--- src/rtl/pll_seq_pkg.sv ---
package pll_seq_pkg;

  typedef enum logic [2:0] {
    S_IDLE     = 3'd0,
    S_RELEASE  = 3'd1,
    S_LOCKWAIT = 3'd2,
    S_RUN      = 3'd3,
    S_DROP_OE  = 3'd4,
    S_DROP_BYP = 3'd5
  } seq_state_e;

  // Cycles covering a wait of 'us' microseconds at 'hz', rounded up, at least 1.
  function automatic int unsigned us_to_cycles(longint unsigned hz, int unsigned us);
    longint unsigned prod;
    longint unsigned cyc;
    prod = hz * 64'(us);
    cyc  = (prod + 64'd999_999) / 64'd1_000_000;
    if (cyc == 64'd0) cyc = 64'd1;
    return cyc[31:0];
  endfunction

  function automatic int unsigned max_u(int unsigned a, int unsigned b);
    return (a > b) ? a : b;
  endfunction

endpackage

--- src/rtl/pll_seq_timer.sv ---
module pll_seq_timer #(
  parameter int unsigned CW = 8
) (
  input  logic          clk,
  input  logic          rst_n,
  input  logic          clr,
  input  logic [CW-1:0] limit,
  output logic          done
);
  logic [CW-1:0] cnt;

  assign done = (cnt == (limit - CW'(1)));

  always_ff @(posedge clk or negedge rst_n) begin
    if (!rst_n)      cnt <= '0;
    else if (clr)    cnt <= '0;
    else if (!done)  cnt <= cnt + CW'(1);
  end


  cnt_in_range_chk: assert property (@(posedge clk) disable iff (!rst_n) cnt < limit);

endmodule

--- src/rtl/pll_seq_fsm.sv ---
module pll_seq_fsm
  import pll_seq_pkg::*;
#(
  parameter bit WAIT_LOCK = 1'b1
) (
  input  logic       clk,
  input  logic       rst_n,
  input  logic       en_i,
  input  logic       lock_i,
  input  logic       tmr_done_i,
  output seq_state_e state_o,
  output logic       tmr_clr_o,
  output logic       pll_rst_n_o,
  output logic       bypass_off_o,
  output logic       out_en_o,
  output logic       ready_o
);
  seq_state_e state_q, state_d;

  // Named step events
  logic lock_ok, ev_release, ev_bypass, ev_output, ev_shutdown;
  assign lock_ok     = lock_i | ~WAIT_LOCK;
  assign ev_release  = (state_q == S_IDLE) && en_i;
  assign ev_bypass   = (state_q == S_RELEASE) && en_i && tmr_done_i;
  assign ev_output   = (state_q == S_LOCKWAIT) && en_i && tmr_done_i && lock_ok;
  assign ev_shutdown = !en_i && ((state_q == S_RELEASE) || (state_q == S_LOCKWAIT) ||
                                 (state_q == S_RUN));

  always_comb begin
    state_d = state_q;
    unique case (state_q)
      S_IDLE:     if (ev_release) state_d = S_RELEASE;
      S_RELEASE:  if (!en_i) state_d = S_IDLE;
                  else if (ev_bypass) state_d = S_LOCKWAIT;
      S_LOCKWAIT: if (!en_i) state_d = S_DROP_BYP;
                  else if (ev_output) state_d = S_RUN;
      S_RUN:      if (!en_i) state_d = S_DROP_OE;
      S_DROP_OE:  state_d = S_DROP_BYP;
      S_DROP_BYP: state_d = S_IDLE;
      default:    state_d = S_IDLE;
    endcase
  end

  always_ff @(posedge clk or negedge rst_n) begin
    if (!rst_n) state_q <= S_IDLE;
    else        state_q <= state_d;
  end

  assign state_o   = state_q;
  assign tmr_clr_o = (state_d != state_q);

  assign pll_rst_n_o  = (state_q != S_IDLE);
  assign bypass_off_o = (state_q == S_LOCKWAIT) || (state_q == S_RUN) || (state_q == S_DROP_OE);
  assign out_en_o     = (state_q == S_RUN);
  assign ready_o      = out_en_o;


  oe_needs_bypass_off_chk: assert property (@(posedge clk) disable iff (!rst_n)
    out_en_o |-> (bypass_off_o && pll_rst_n_o));

  bypass_needs_release_chk: assert property (@(posedge clk) disable iff (!rst_n)
    bypass_off_o |-> pll_rst_n_o);

  ready_only_with_oe_chk: assert property (@(posedge clk) disable iff (!rst_n)
    ready_o |-> out_en_o);

  release_alone_chk: assert property (@(posedge clk) disable iff (!rst_n)
    $rose(pll_rst_n_o) |-> (!bypass_off_o && !out_en_o));

  bypass_after_guard_chk: assert property (@(posedge clk) disable iff (!rst_n)
    $rose(bypass_off_o) |-> $past(tmr_done_i));

  output_after_wait_chk: assert property (@(posedge clk) disable iff (!rst_n)
    $rose(out_en_o) |-> ($past(tmr_done_i) && $past(lock_ok)));

  bypass_drop_after_oe_chk: assert property (@(posedge clk) disable iff (!rst_n)
    $fell(bypass_off_o) |-> (!out_en_o && $past(!out_en_o)));

  reset_drop_last_chk: assert property (@(posedge clk) disable iff (!rst_n)
    $fell(pll_rst_n_o) |-> $past(!bypass_off_o));

  no_restart_in_drop_chk: assert property (@(posedge clk) disable iff (!rst_n)
    (state_q == S_DROP_OE) |=> (state_q == S_DROP_BYP));

endmodule

--- src/rtl/pll_startup_seq.sv ---
module pll_startup_seq
  import pll_seq_pkg::*;
#(
  parameter longint unsigned REF_HZ     = 64'd27_000_000,
  parameter int unsigned     RELEASE_US = 10,
  parameter int unsigned     LOCK_US    = 60,
  parameter bit              WAIT_LOCK  = 1'b1
) (
  input  logic clk,
  input  logic rst_n,
  input  logic en_i,
  input  logic lock_i,
  output logic pll_rst_n_o,
  output logic bypass_off_o,
  output logic out_en_o,
  output logic ready_o
);
  localparam int unsigned T_REL  = us_to_cycles(REF_HZ, RELEASE_US);
  localparam int unsigned T_LOCK = us_to_cycles(REF_HZ, LOCK_US);
  localparam int unsigned T_MAX  = max_u(T_REL, T_LOCK);
  localparam int unsigned CW     = (T_MAX < 2) ? 1 : $clog2(T_MAX + 1);
  localparam logic [CW-1:0] LIM_REL  = CW'(T_REL);
  localparam logic [CW-1:0] LIM_LOCK = CW'(T_LOCK);

  seq_state_e    state;
  logic          tmr_clr, tmr_done;
  logic [CW-1:0] tmr_limit;

  assign tmr_limit = (state == S_LOCKWAIT) ? LIM_LOCK : LIM_REL;

  pll_seq_timer #(.CW(CW)) u_timer (
    .clk   (clk),
    .rst_n (rst_n),
    .clr   (tmr_clr),
    .limit (tmr_limit),
    .done  (tmr_done)
  );

  pll_seq_fsm #(.WAIT_LOCK(WAIT_LOCK)) u_fsm (
    .clk          (clk),
    .rst_n        (rst_n),
    .en_i         (en_i),
    .lock_i       (lock_i),
    .tmr_done_i   (tmr_done),
    .state_o      (state),
    .tmr_clr_o    (tmr_clr),
    .pll_rst_n_o  (pll_rst_n_o),
    .bypass_off_o (bypass_off_o),
    .out_en_o     (out_en_o),
    .ready_o      (ready_o)
  );

endmodule

--- config.mk ---
export PLATFORM = sky130hd
export DESIGN_NAME = pll_startup_seq
export DESIGN_NICKNAME = d
export VERILOG_FILES = /design/src/rtl/pll_seq_pkg.sv /design/src/rtl/pll_seq_timer.sv /design/src/rtl/pll_seq_fsm.sv /design/src/rtl/pll_startup_seq.sv
export SDC_FILE = /design/constraint.sdc
export NUM_CORES = 1
export LEC_CHECK = 0
export ABC_CLOCK_PERIOD_IN_PS = 2500
export BUFFER_PORTS_ARGS = -buffer_cell sky130_fd_sc_hd__buf_2
export CAP_MARGIN = 40
export CORE_AREA = 4 4 55 57
export CTS_CLUSTER_SIZE = 16
export DETAILED_ROUTE_END_ITERATION = 16
export DIE_AREA = 0 0 59 61
export PLACE_DENSITY = 0.54
export SYNTH_ARGS = -nofsm -noshare
export SYNTH_HDL_FRONTEND = slang
export SYNTH_SLANG_ARGS = --single-unit
--- constraint.sdc ---
create_clock -name clk -period 2.5 [get_ports clk]
set_input_delay 0.5 -clock clk [delete_from_list [all_inputs] [get_ports clk]]
set_output_delay 0.5 -clock clk [all_outputs]
set_load 0.005 [all_outputs]
# --- Word level (Yosys, flattened, before mapping) ---
# Index checks and enable logic that the tools add are counted.
op_classes:
  reduce_logical: 10
  n_addsub: 2
  mux: 10
  n_eq_ne: 7
ops:
  columns: ["cell", "n"]
  rows:
  - ["two-way mux 11 bit", 3]
  - ["two-way mux 3 bit", 6]
  - ["one-hot mux 3 bit (5 select lines)", 1]
  - ["adder 11 x 1 -> 11 bit, second input constant", 1]
  - ["equality test 11 bit", 1]
  - ["subtractor 11 x 1 -> 11 bit, second input constant", 1]
  - ["equality test 3 x 2 -> 1 bit, second input constant", 2]
  - ["logical AND 1 bit", 6]
  - ["equality test 3 x 1 -> 1 bit, second input constant", 1]
  - ["equality test 3 bit, second input constant", 1]
  - ["zero test 3 bit", 1]
  - ["!= test 3 bit", 1]
  - ["nonzero test 3 bit", 1]
  - ["logical OR 1 bit", 2]
  - ["!= test 2 bit, second input constant", 1]
word_totals:
  input_bits: 4
  register_bits: 14
  out_inout_bits: 4
  elab_cells: 31

# --- Depth between registers and ports, before layout ---
logic_depth:
  depth_word: 11
  ltp_mapped: 6
  mapped_depth_nobuf: 5

# --- By module ---
# Synthesis repeated with hierarchy kept, for this count alone.
unflattened:
  hier_cells: 144
  hier_area_um2: 1194.9
modules_own_cells:
  columns: ["module", "instances", "seq_area_each_um2", "cells_per_inst", "area_each_um2"]
  rows:
  - ["pll_seq_timer", 1, 275.3, 115, 969.7]
  - ["pll_seq_fsm", 1, 75.1, 25, 201.4]
  - ["pll_startup_seq", 1, 0.0, 4, 23.8]

# --- Worst setup path after synthesis ---
# Ideal clock, no wire load.
synth_path:
  path_kind: "register to register"
  from: "register u_timer.cnt[1]"
  to: "register u_timer.cnt[4]"
  stages_incl_launch_ff: 7
  setup_slack_ps: 554
  t_arrival_ps: 1796
  period_less_slack_ps: 1946
  setup_ps: 149
  required_ps: 2351
  n_path_buf: 2
  cell_sequence: "dfrtp_1 buf_6 or4b_4 mux2i_2 a311o_1 buf_6 a22oi_4"
synth_via:
  elab_chain_cells: 8
  elab_cells_between_ends: 14
  classes_between: "add/sub (1); eq/ne (3); mux (7); reduce/logical (3)"
synth_rtl:
  columns: ["element", "line", "text"]
  rows:
  - ["start, declared", "pll_seq_timer.sv:10", "logic [CW-1:0] cnt;"]
  - ["start signal, assigned", "pll_seq_timer.sv:17", "else if (!done) cnt <= cnt + CW'(1);"]
  - ["equality test 11 bit", "pll_seq_timer.sv:12", "assign done = (cnt == (limit - CW'(1)));"]
  - ["logical AND 1 bit (2 in series)", "pll_seq_fsm.sv:25", "assign ev_output = (state_q == S_LOCKWAIT) && en_i && tmr_done_i && lock_ok;"]
  - ["two-way mux 3 bit", "pll_seq_fsm.sv:36", "else if (ev_output) state_d = S_RUN;"]
  - ["two-way mux 3 bit", "pll_seq_fsm.sv:35", "S_LOCKWAIT: if (!en_i) state_d = S_DROP_BYP;"]
  - ["one-hot mux 3 bit (5 select lines)", "pll_seq_fsm.sv:31", "unique case (state_q)"]
  - ["!= test 3 bit", "pll_seq_fsm.sv:50", "assign tmr_clr_o = (state_d != state_q);"]
  - ["!= test 2 bit (no line) / two-way mux 11 bit (equally long branches)", null, null]
# Several ways; a longest one is shown, not always the timed one. The select of a mux whose other input is x is not followed.
# A chain may end at the register's enable or synchronous reset.

# --- Worst setup path after layout ---
layout_path:
  from: "register u_timer.cnt[1]"
  to: "register u_timer.cnt[1]"
# The elaborated chain is that of the path after synthesis.

==> flow_summary.json <==
{
  "max-cap-violations": 0,
  "tritoncts": "done",
  "synth-edff-count": 0,
  "synthFlopType": "dfrtp_1",
  "slew_headroom_pct": 49.34,
  "grt_max_degree": 15,
  "path_delay_family": "compound AO/OA/AOI/OAI gates",
  "endpoint_kind": "register",
  "crit_type": "register to register",
  "num_vias": 792,
  "finish.utilization_pct": 42.42,
  "slowest_stage": "a311o_1",
  "setup_viol": 0,
  "die_h_microns": 61,
  "wl_per_cell_microns": 14.68,
  "drive_above_1_share_pct": 28.04,
  "port_buffers": 7,
  "finalHoldViolations": 0,
  "yosysWarnings": 0,
  "clk_pin_slew_worst_paths_ns": 0.09,
  "nNetsFinal": 113,
  "fin_area_sq_um": 1051,
  "hold_buffers": 0,
  "antenna_found_initial": 0,
  "clockRootBuffer": "clkbuf_4",
  "core_sq_um": 2477,
  "vias_per_cell": 5.781,
  "vdd_ir_drop_max_v": 0.0003752,
  "first_pass_iters": 4,
  "status": "finished, final reports clean",
  "cts_buffer_depth": 2,
  "holdWs_ns": 0.1007,
  "post-cts-setup-buffer-count": 0,
  "cp_cell_sequence": "or4b_4 > mux2i_2 > a311o_1 > a22oi_1",
  "min_period_over_period_pct": 90.86,
  "gp_congestion": 0.7544,
  "synth_area_sq_um": 968.4,
  "start_util_pct": 39.09,
  "tightestPinTransition_ns": 0.7598,
  "hpwl_microns": 1431,
  "grt_usage_pct": 12.91,
  "grt_pass1_wl_microns": 3532,
  "critical_path_buf_inv_count": 0,
  "drc": 0,
  "synth_area_per_cell_sq_um": 9.782,
  "skew_ns": 0.003328,
  "antenna_cells": 0,
  "start_kind": "register",
  "ant_nets": 0,
  "fmax_ghz": 0.4402,
  "final_cell_mix": "14 x dfrtp_1, 8 x nand2_1, 7 x nor2_1, 7 x a21oi_2, 7 x buf_2",
  "hold_path.class": "input pin to async pin",
  "async_reset_ff_share_pct": 100.0,
  "syn_to_final_growth_pct": 8.527,
  "final-max-slew-violation-count": 0,
  "cts.htree.levels": 1,
  "rows": 18,
  "finalCriticalPeriod_ns": 2.271,
  "die_area_sq_um": 3599,
  "p_leak_nw": 0.3942,
  "setup_tns_ns": 0,
  "synth_cell_types": 41,
  "cp_max_fo": 11,
  "finalNonFillerCells": 137,
  "clock_latency_ns": 0.28,
  "worstPathRequired_ns": 2.63,
  "ys_seq_area_share_pct": 36.18,
  "grt_pass1_vias": 750,
  "cts-resized-gates": 0,
  "io_pins": 8,
  "syn_nets": 104,
  "rsz0062_at_grt": "false",
  "placed_cells": 133,
  "synthCells": 99,
  "cts-buffers-inserted": 3,
  "die_x_microns": 59,
  "dpl-instance-area_sq_um": 1015,
  "rrSetupSlack_ns": 0.23,
  "grt_overflow": 0,
  "clkSinkCount": 14,
  "wirelength_microns": 2011,
  "first_iter_violations": 19,
  "synth-seq-cells": 14,
  "powerDensity_nw_per_um2": 518.7,
  "final_common_cell": "dfrtp_1",
  "arrival_ns": 2.40,
  "max_stage_delay_ns": 0.69
}
final cells by class:
cell class,count,area [sq um]
fill,261,1426
sequential,14,350.3
inverter,5,18.77
clock buffer,4,36.28
tap,30,37.54
multi-input combinational,75,558.0
timing repair buffer,9,50.05
registers in the layout, indices dropped and copies added, names as in the netlist:
register       flops
u_timer.cnt       11
u_fsm.state_o      3
worst paths after layout:
check / from / end / cells after the start
min: rst_n / u_fsm.state_o[2]$_DFF_PN0_ / 1
min in group clk: en_i / u_fsm.state_o[2]$_DFF_PN0_ / 2
max reg2reg: u_timer.cnt[1]$_DFFE_PN0P_ / u_timer.cnt[1]$_DFFE_PN0P_ / 4
max in group asynchronous: rst_n / u_timer.cnt[3]$_DFFE_PN0P_ / 1
min reg2reg: u_timer.cnt[5]$_DFFE_PN0P_ / u_timer.cnt[5]$_DFFE_PN0P_ / 2
max: u_timer.cnt[1]$_DFFE_PN0P_ / u_timer.cnt[1]$_DFFE_PN0P_ / 4
metrics by stage:
| step | power [mW] | setup slack [ns] |
|---|---|---|
| finish | 0.5451 | 0.2285 |
| global placement | 0.3843 | 0.2773 |
| floorplan | 0.3594 | 0.5543 |
| detailed placement | 0.3836 | 0.2410 |
| CTS | 0.5525 | 0.2195 |
| global route | 0.5803 | 0.1159 |
cells by family (layout without fill, tap and decap cells):
logic type | after synthesis | in the layout | synth area share [%]
buffers and inverters | 10 | 18 | 6.201
XOR/XNOR | 7 | 7 | 6.331
multiplexers | 2 | 2 | 2.584
flip-flops | 14 | 14 | 36.18
AO/OA/AOI/OAI | 27 | 27 | 25.06
AND/OR/NAND/NOR | 38 | 38 | 22.35
adder cells (fa/ha/maj) | 1 | 1 | 1.292
Yosys cell counts, drive strengths merged (2+ instances only):
cell | count | share of area (%)
dfrtp | 14 | 36
o211ai | 2 | 1.5
a41oi | 2 | 1.8
a31oi | 2 | 1.3
a21oi | 7 | 6.3
nand2b | 2 | 1.3
buf | 4 | 3.9
o21ai | 3 | 1.5
nor3 | 4 | 2.1
nor2 | 7 | 2.7
nand3 | 3 | 1.5
nand2 | 8 | 3.1
nor4 | 2 | 1.3
inv | 5 | 1.9
a22oi | 3 | 4.3
xnor2 | 5 | 4.5
a311o | 2 | 2.2
nand4 | 3 | 1.9
xor2 | 2 | 1.8
o31ai | 2 | 1.5
layer usage:
metal  vias to the layer above  global-route usage [%]  routed length [microns]
li1                        386                       -                        -
met5                         -                       0                        0
met2                        14                   20.50                      967
met4                         0                   3.883                       15
met3                         2                   2.128                       80
met1                       390                   18.03                      948
power breakdown:
part	switching, mW	internal [mW]	leakage [nW]	total, mW
combinational	0.0768	0.0406	0.182	0.117
clock	0.0770	0.0885	0.0210	0.165
sequential	0.0242	0.238	0.192	0.262
Power figures use the tool's default switching activity.
